## src/rtl/cfg_port_pkg.sv

```systemverilog
package cfg_port_pkg;

  localparam int KEY_W    = 16;
  localparam int BANK_BIT = 15;
  localparam int IDX_W    = 15;
  localparam int LEN_W    = 16;

  localparam logic [31:0] SIGNATURE = 32'h514D_4D55 ^ 32'h0008_0000;

  typedef struct packed {
    logic [LEN_W-1:0] len;
    logic [LEN_W-1:0] start;
    logic             writable;
  } item_desc_t;

  // Signature byte k (k = 0 is the first byte streamed).
  function automatic logic [7:0] sig_byte(input int k);
    logic [31:0] w;
    w = SIGNATURE >> (8 * (3 - k));
    return w[7:0];
  endfunction

  // Content of the shared byte ROM at an already wrapped address.
  function automatic logic [7:0] rom_byte(input int addr);
    int v;
    if (addr < 4) return sig_byte(addr);
    v = (addr * 37 + 11) % 256;
    return 8'(v);
  endfunction

  // Descriptor of entry (bank, idx).
  function automatic item_desc_t item_lookup(input int bank, input int idx,
                                             input int rom_bytes);
    item_desc_t d;
    if (bank == 0 && idx == 0) begin
      d.len      = LEN_W'(4);
      d.start    = '0;
      d.writable = 1'b0;
    end else begin
      d.len      = LEN_W'((idx * 5 + bank * 3) % 13);
      d.start    = LEN_W'((idx * 11 + bank * 64 + 4) % rom_bytes);
      d.writable = ((idx % 2) != 0) ^ (bank != 0);
    end
    return d;
  endfunction

  // Index range check against the exclusive entry limit.
  function automatic logic idx_in_range(input logic [IDX_W-1:0] idx, input int limit);
    return int'(idx) < limit;
  endfunction

  // Bytes available to a read: zero when invalid or at/past the end.
  function automatic int bytes_left(input logic ok, input logic [LEN_W-1:0] len,
                                    input logic [LEN_W-1:0] off);
    if (!ok || off >= len) return 0;
    return int'(len) - int'(off);
  endfunction

endpackage

```

## src/rtl/cfg_bus_decode.sv

```systemverilog
module cfg_bus_decode #(
  parameter  int SPLIT_LAYOUT = 1,
  parameter  int MAX_RD       = 8,
  localparam int NB_W         = $clog2(MAX_RD + 1)
) (
  input  logic            acc_valid,
  input  logic            acc_write,
  input  logic            acc_addr,
  input  logic [NB_W-1:0] acc_bytes,
  input  logic [15:0]     acc_wdata,
  output logic            sel_load,
  output logic [15:0]     sel_value,
  output logic            data_rd,
  output logic [NB_W-1:0] rd_bytes,
  output logic            reject
);

  logic data_ign;

  generate
    if (SPLIT_LAYOUT != 0) begin : g_split
      logic size_ok;
      assign size_ok   = (acc_bytes != '0) && (acc_bytes <= NB_W'(MAX_RD));
      assign sel_load  = acc_valid && !acc_addr && acc_write && (acc_bytes == NB_W'(2));
      assign data_rd   = acc_valid && acc_addr && !acc_write && size_ok;
      assign data_ign  = acc_valid && acc_addr && acc_write && size_ok;
      assign sel_value = acc_wdata;
      assign rd_bytes  = acc_bytes;
    end else begin : g_comb
      logic narrow;
      assign narrow    = (acc_bytes == NB_W'(1)) || (acc_bytes == NB_W'(2));
      assign sel_load  = acc_valid && acc_write && !acc_addr && narrow;
      assign data_ign  = acc_valid && acc_write && acc_addr && narrow;
      assign data_rd   = acc_valid && !acc_write && (acc_bytes == NB_W'(1));
      assign sel_value = (acc_bytes == NB_W'(1)) ? {8'h00, acc_wdata[7:0]} : acc_wdata;
      assign rd_bytes  = NB_W'(1);
    end
  endgenerate

  assign reject = acc_valid && !(sel_load || data_rd || data_ign);

endmodule

```

## src/rtl/cfg_item_table.sv

```systemverilog
module cfg_item_table
  import cfg_port_pkg::*;
#(
  parameter int ENTRIES   = 64,
  parameter int ROM_BYTES = 256
) (
  input  logic             bank,
  input  logic [IDX_W-1:0] idx,
  output item_desc_t       desc
);

  localparam int NBANK = 2;

  logic [IDX_W-1:0] idx_c;
  item_desc_t       bank_desc [NBANK];

  assign idx_c = idx_in_range(idx, ENTRIES) ? idx : '0;

  generate
    for (genvar b = 0; b < NBANK; b++) begin : g_bank
      always_comb bank_desc[b] = item_lookup(b, int'(idx_c), ROM_BYTES);
    end
  endgenerate

  assign desc = bank_desc[bank];

endmodule

```

## src/rtl/cfg_byte_packer.sv

```systemverilog
module cfg_byte_packer
  import cfg_port_pkg::*;
#(
  parameter  int MAX_RD    = 8,
  parameter  int ROM_BYTES = 256,
  localparam int NB_W      = $clog2(MAX_RD + 1),
  localparam int RD_W      = 8 * MAX_RD
) (
  input  logic             item_ok,
  input  logic [LEN_W-1:0] item_len,
  input  logic [LEN_W-1:0] item_start,
  input  logic [LEN_W-1:0] offset,
  input  logic [NB_W-1:0]  nbytes,
  output logic [RD_W-1:0]  data,
  output logic [LEN_W-1:0] take
);

  logic [7:0] lane [MAX_RD];

  always_comb begin
    int rem;
    rem  = bytes_left(item_ok, item_len, offset);
    take = LEN_W'((int'(nbytes) < rem) ? int'(nbytes) : rem);
  end

  // Lane p holds stream byte k = N-1-p: first byte most significant.
  generate
    for (genvar p = 0; p < MAX_RD; p++) begin : g_lane
      always_comb begin
        int k;
        k = int'(nbytes) - 1 - p;
        if (p < int'(nbytes) && k < int'(take))
          lane[p] = rom_byte((int'(item_start) + int'(offset) + k) % ROM_BYTES);
        else
          lane[p] = 8'h00;
      end
    end
  endgenerate

  always_comb begin
    for (int p = 0; p < MAX_RD; p++) data[8*p +: 8] = lane[p];
  end

endmodule

```

## src/rtl/cfg_item_port.sv

```systemverilog
module cfg_item_port
  import cfg_port_pkg::*;
#(
  parameter  int SPLIT_LAYOUT = 1,
  parameter  int FILE_BASE    = 32,
  parameter  int FILE_SLOTS   = 32,
  parameter  int MAX_RD       = 8,
  parameter  int ROM_BYTES    = 256,
  localparam int NB_W         = $clog2(MAX_RD + 1),
  localparam int RD_W         = 8 * MAX_RD,
  localparam int ENTRIES      = FILE_BASE + FILE_SLOTS
) (
  input  logic            clk,
  input  logic            rst_n,
  input  logic            acc_valid,
  input  logic            acc_write,
  input  logic            acc_addr,
  input  logic [NB_W-1:0] acc_bytes,
  input  logic [15:0]     acc_wdata,
  output logic            rd_valid,
  output logic [RD_W-1:0] rd_data,
  output logic            acc_reject,
  output logic            sel_valid,
  output logic            sel_writable
);

  // Decoded access events.
  logic            sel_load;
  logic [15:0]     sel_value;
  logic            data_rd;
  logic [NB_W-1:0] rd_bytes;
  logic            reject;

  // Selection state.
  logic             cur_bank;
  logic [IDX_W-1:0] cur_idx;
  logic             cur_valid;
  logic [LEN_W-1:0] offset_q;

  item_desc_t       cur_desc;
  logic [RD_W-1:0]  packed_data;
  logic [LEN_W-1:0] take;

  cfg_bus_decode #(.SPLIT_LAYOUT(SPLIT_LAYOUT), .MAX_RD(MAX_RD)) u_decode (
    .acc_valid (acc_valid),
    .acc_write (acc_write),
    .acc_addr  (acc_addr),
    .acc_bytes (acc_bytes),
    .acc_wdata (acc_wdata),
    .sel_load  (sel_load),
    .sel_value (sel_value),
    .data_rd   (data_rd),
    .rd_bytes  (rd_bytes),
    .reject    (reject)
  );

  cfg_item_table #(.ENTRIES(ENTRIES), .ROM_BYTES(ROM_BYTES)) u_table (
    .bank (cur_bank),
    .idx  (cur_idx),
    .desc (cur_desc)
  );

  cfg_byte_packer #(.MAX_RD(MAX_RD), .ROM_BYTES(ROM_BYTES)) u_pack (
    .item_ok    (cur_valid),
    .item_len   (cur_desc.len),
    .item_start (cur_desc.start),
    .offset     (offset_q),
    .nbytes     (rd_bytes),
    .data       (packed_data),
    .take       (take)
  );

  always_ff @(posedge clk) begin
    if (!rst_n) begin
      cur_bank  <= 1'b0;
      cur_idx   <= '0;
      cur_valid <= 1'b1;
      offset_q  <= '0;
    end else if (sel_load) begin
      cur_bank  <= sel_value[BANK_BIT];
      cur_idx   <= sel_value[IDX_W-1:0];
      cur_valid <= idx_in_range(sel_value[IDX_W-1:0], ENTRIES);
      offset_q  <= '0;
    end else if (data_rd) begin
      offset_q  <= offset_q + take;
    end
  end

  always_ff @(posedge clk) begin
    if (!rst_n) begin
      rd_valid   <= 1'b0;
      rd_data    <= '0;
      acc_reject <= 1'b0;
    end else begin
      rd_valid   <= data_rd;
      rd_data    <= data_rd ? packed_data : '0;
      acc_reject <= reject;
    end
  end

  assign sel_valid    = cur_valid;
  assign sel_writable = cur_valid && cur_desc.writable;

endmodule

```

## config.mk

```make
export PLATFORM = sky130hd
export DESIGN_NAME = cfg_item_port
export DESIGN_NICKNAME = d
export VERILOG_FILES = /design/src/rtl/cfg_port_pkg.sv /design/src/rtl/cfg_bus_decode.sv /design/src/rtl/cfg_item_table.sv /design/src/rtl/cfg_byte_packer.sv /design/src/rtl/cfg_item_port.sv
export SDC_FILE = /design/constraint.sdc
export NUM_CORES = 1
export LEC_CHECK = 0
export BUFFER_PORTS_ARGS = -buffer_cell sky130_fd_sc_hd__buf_2
export CAP_MARGIN = 0
export CELL_PAD_IN_SITES_DETAIL_PLACEMENT = 1
export CELL_PAD_IN_SITES_GLOBAL_PLACEMENT = 1
export CORE_MARGIN = 2
export CORE_UTILIZATION = 49
export DETAILED_ROUTE_END_ITERATION = 8
export GPL_ROUTABILITY_DRIVEN = 0
export HOLD_SLACK_MARGIN = 0.03
export PLACE_DENSITY_LB_ADDON = 0.1
export SETUP_SLACK_MARGIN = 0.1
export SYNTH_ARGS = -nofsm -noshare
export SYNTH_HDL_FRONTEND = slang
export SYNTH_SLANG_ARGS = --single-unit
```

## constraint.sdc

```tcl
create_clock -name clk -period 20.9 [get_ports clk]
set_clock_uncertainty 0.15 [all_clocks]
set_input_delay 1.045 -clock clk [delete_from_list [all_inputs] [get_ports clk]]
set_output_delay 1.045 -clock clk [all_outputs]
set_load 0.05 [all_outputs]
```

==> impl_metrics.csv <==
group,metric,value,unit
floorplan,core_area,0.0486,mm^2
final_layout,layout_commonest_cell,"ha_1",
sta,rsz0062_at_grt,"no",
synth,synth_seq_area_share,8.26,%
final_layout,layout.nets,3725,
place,port_buffers,92,
routing,drt-pass1-iter-count,7,
sta,finalHoldViolCount,0,
clock_network,numCtsBuffers,9,
final_layout,antenna_cells,0,
routing,met3_length,2.42,mm
floorplan,num_rows,81,
final_layout,area_delta_synth_final,7.55,%
synth,synth_flop_cell,"dfxtp_1",
setup_path,cpPeakStageDelay,550,ps
final_layout,final_core_util,53.0,%
setup_path,path_class,"register to register",
routing,drtIter0Drc,984,
worst_hold_path,hp-class,"register to register",
global_route,antenna_found_initial,0,
global_route,grtUsageTotal,30.6,%
setup_path,path_max_fanout,13,
synth,synth_area,0.0240,mm^2
synth,synthDistinctLibCells,124,
global_route,grt_first_pass_wirelength,127,mm
clock_network,clock_latency,400,ps
global_route,grt_max_degree,32,
clock_network,cts_max_level,3,
floorplan,ios,93,
clock_network,clk_path_buf_depth,2,
setup_path,crit_slowest_cell,"or4_1",
floorplan,start_util,49.3,%
routing,drt-met1-wl,33.8,mm
routing,routed_wirelength,78.4,mm
sta,tns,0,ps
clock_network,clockRootBuffer,"clkbuf_16",
sta,fin_crit_sh,92.0,%
place,post-dp-hpwl,62.3,mm
routing,via_per_inst,6.27,
synth,synth_area_per_cell,7.82,um^2
setup_path,path_common_cell,"a21oi_1",
routing,drc_errors,0,
clock_network,clk_pin_slew,70,ps
sta,fmax,0.0520,GHz
sta,drv_slew,0,
sta,worst_slew_pin_slew,1190,ps
synth,synth_warnings,0,
global_route,grt_overflow,0,
final_layout,drive_gt1_share,8.36,%
clock_network,cts_tree,"built",
synth,async_flop_share,0,%
setup_path,end_kind,"register",
floorplan,dieArea,0.0508,mm^2
setup_path,cp.arrival,19330,ps
floorplan,fp.dieW,225,um
run_status,outcome,"finished, final reports clean",
routing,wl_met2,39.3,mm
sta,setup_viol,0,
global_route,first_global_vias,24900,
synth,synth_edf_count,0,
routing,top_layer,"met4",
synth,synth_top_area_share,24.8,%
routing,vias,23900,
synth,yosysTopAreaCell,"ha_1",
setup_path,start_kind,"register",
setup_path,worstPathRequired,21000,ps
sta,fin_crit,19230,ps
sta,max_slew_margin,20.7,%
clock_network,hold_buffers,0,
flow_run,drv_cap,0,
synth,synth-seq-cells,99,
final_layout,mostFrequentLayoutCells,"ha_1, a21oi_1, nor2_1",
floorplan,die_h,225,um
synth,synth.area.top_cells,"ha_1, dfxtp_1, xnor2_1",
clock_network,clock-sinks,99,
routing,wl_per_cell,20.6,um
synth,synthCells,3067,
routing,ant_nets,0,
## worst max-delay path: cells and delay by family, from the launching register on
kind | cells | cell delay (ps)
multiplexers | 2 | 590
AO/OA/AOI/OAI | 42 | 8070
AND/OR/NAND/NOR | 20 | 4510
buffers and inverters | 6 | 1080
flip-flops | 1 | 310
adder cells (fa/ha/maj) | 9 | 2700
XOR/XNOR | 7 | 1630
## logic make-up (layout without fill, tap and decap cells)
kind of cell / count (synthesis) / count (layout) / share of synthesized area [%]
simple gates: 906 / 906 / 19.7
xor+xnor: 254 / 254 / 9.50
mux: 58 / 58 / 2.51
fa+ha+maj: 519 / 519 / 28.1
other cells: 2 / 69 / 0.0313
buf+inv: 281 / 340 / 4.87
flops: 99 / 99 / 8.26
compound gates: 948 / 948 / 27.0
## path summary, 6_finish.rpt
kind / from / end / slack [ps] / cells after the start
worst max-delay path: cur_idx[8] / offset_q[14] / 1670 / 86
worst min-delay path: cur_idx[14] / cur_idx[14] / 360 / 2
worst max register to register: cur_idx[8] / offset_q[14] / 1670 / 86
worst min register to register: cur_idx[14] / cur_idx[14] / 360 / 2
## layer usage
| metal | up-vias | track usage (%) |
|---|---|---|
| li1 | 11600 | - |
| met1 | 11700 | 37.1 |
| met2 | 506 | 55.5 |
| met3 | 160 | 2.87 |
| met4 | 0 | 11.6 |
| met5 | - | 0 |
## synth_stat cells (all sizes together), types with 58 or more instances
master / count
ha: 475
a21oi: 261
nor2: 231
xnor2: 207
inv: 194
nand2: 169
o21ai: 168
dfxtp: 99
nor3: 83
a21o: 76
nand3: 72
nor2b: 71
nand2b: 58
## flip-flops by register name, indices dropped and copies added, names as in the netlist
signal / count
rd_valid: 1
acc_reject: 1
cur_idx: 15
sel_valid: 1
offset_q: 16
rd_data: 64
cur_bank: 1
## area by class of cell
| class | count | area (um^2) |
|---|---|---|
| sequential | 99 | 1980 |
| multi-input combinational | 2754 | 21200 |
| clock inverter | 5 | 108 |
| timing repair buffer | 129 | 738 |
| fill | 6122 | 22800 |
| inverter | 196 | 736 |
| tap | 622 | 778 |
| clock buffer | 10 | 229 |
## metrics by stage
stage,cell area (um^2),setup WS [ps],hold WS (ps),instances
after global routing,25800,122,371,3815
final,25800,1670,362,3815
after global placement,25300,1990,317,3794
after floorplan,24200,4340,304,3134
after CTS,25700,767,363,3809
after detailed placement,25300,873,339,3794
## what timing repair did
item	in CTS	in global routing
endpoints found under the setup margin	0	74
buffers inserted	0	6
gates resized for setup	0	19
hold endpoints to repair	0	0
Power is left out: the tool's default activity adds up to more than one toggle a clock period on the data nets, which glitch-free logic cannot reach.
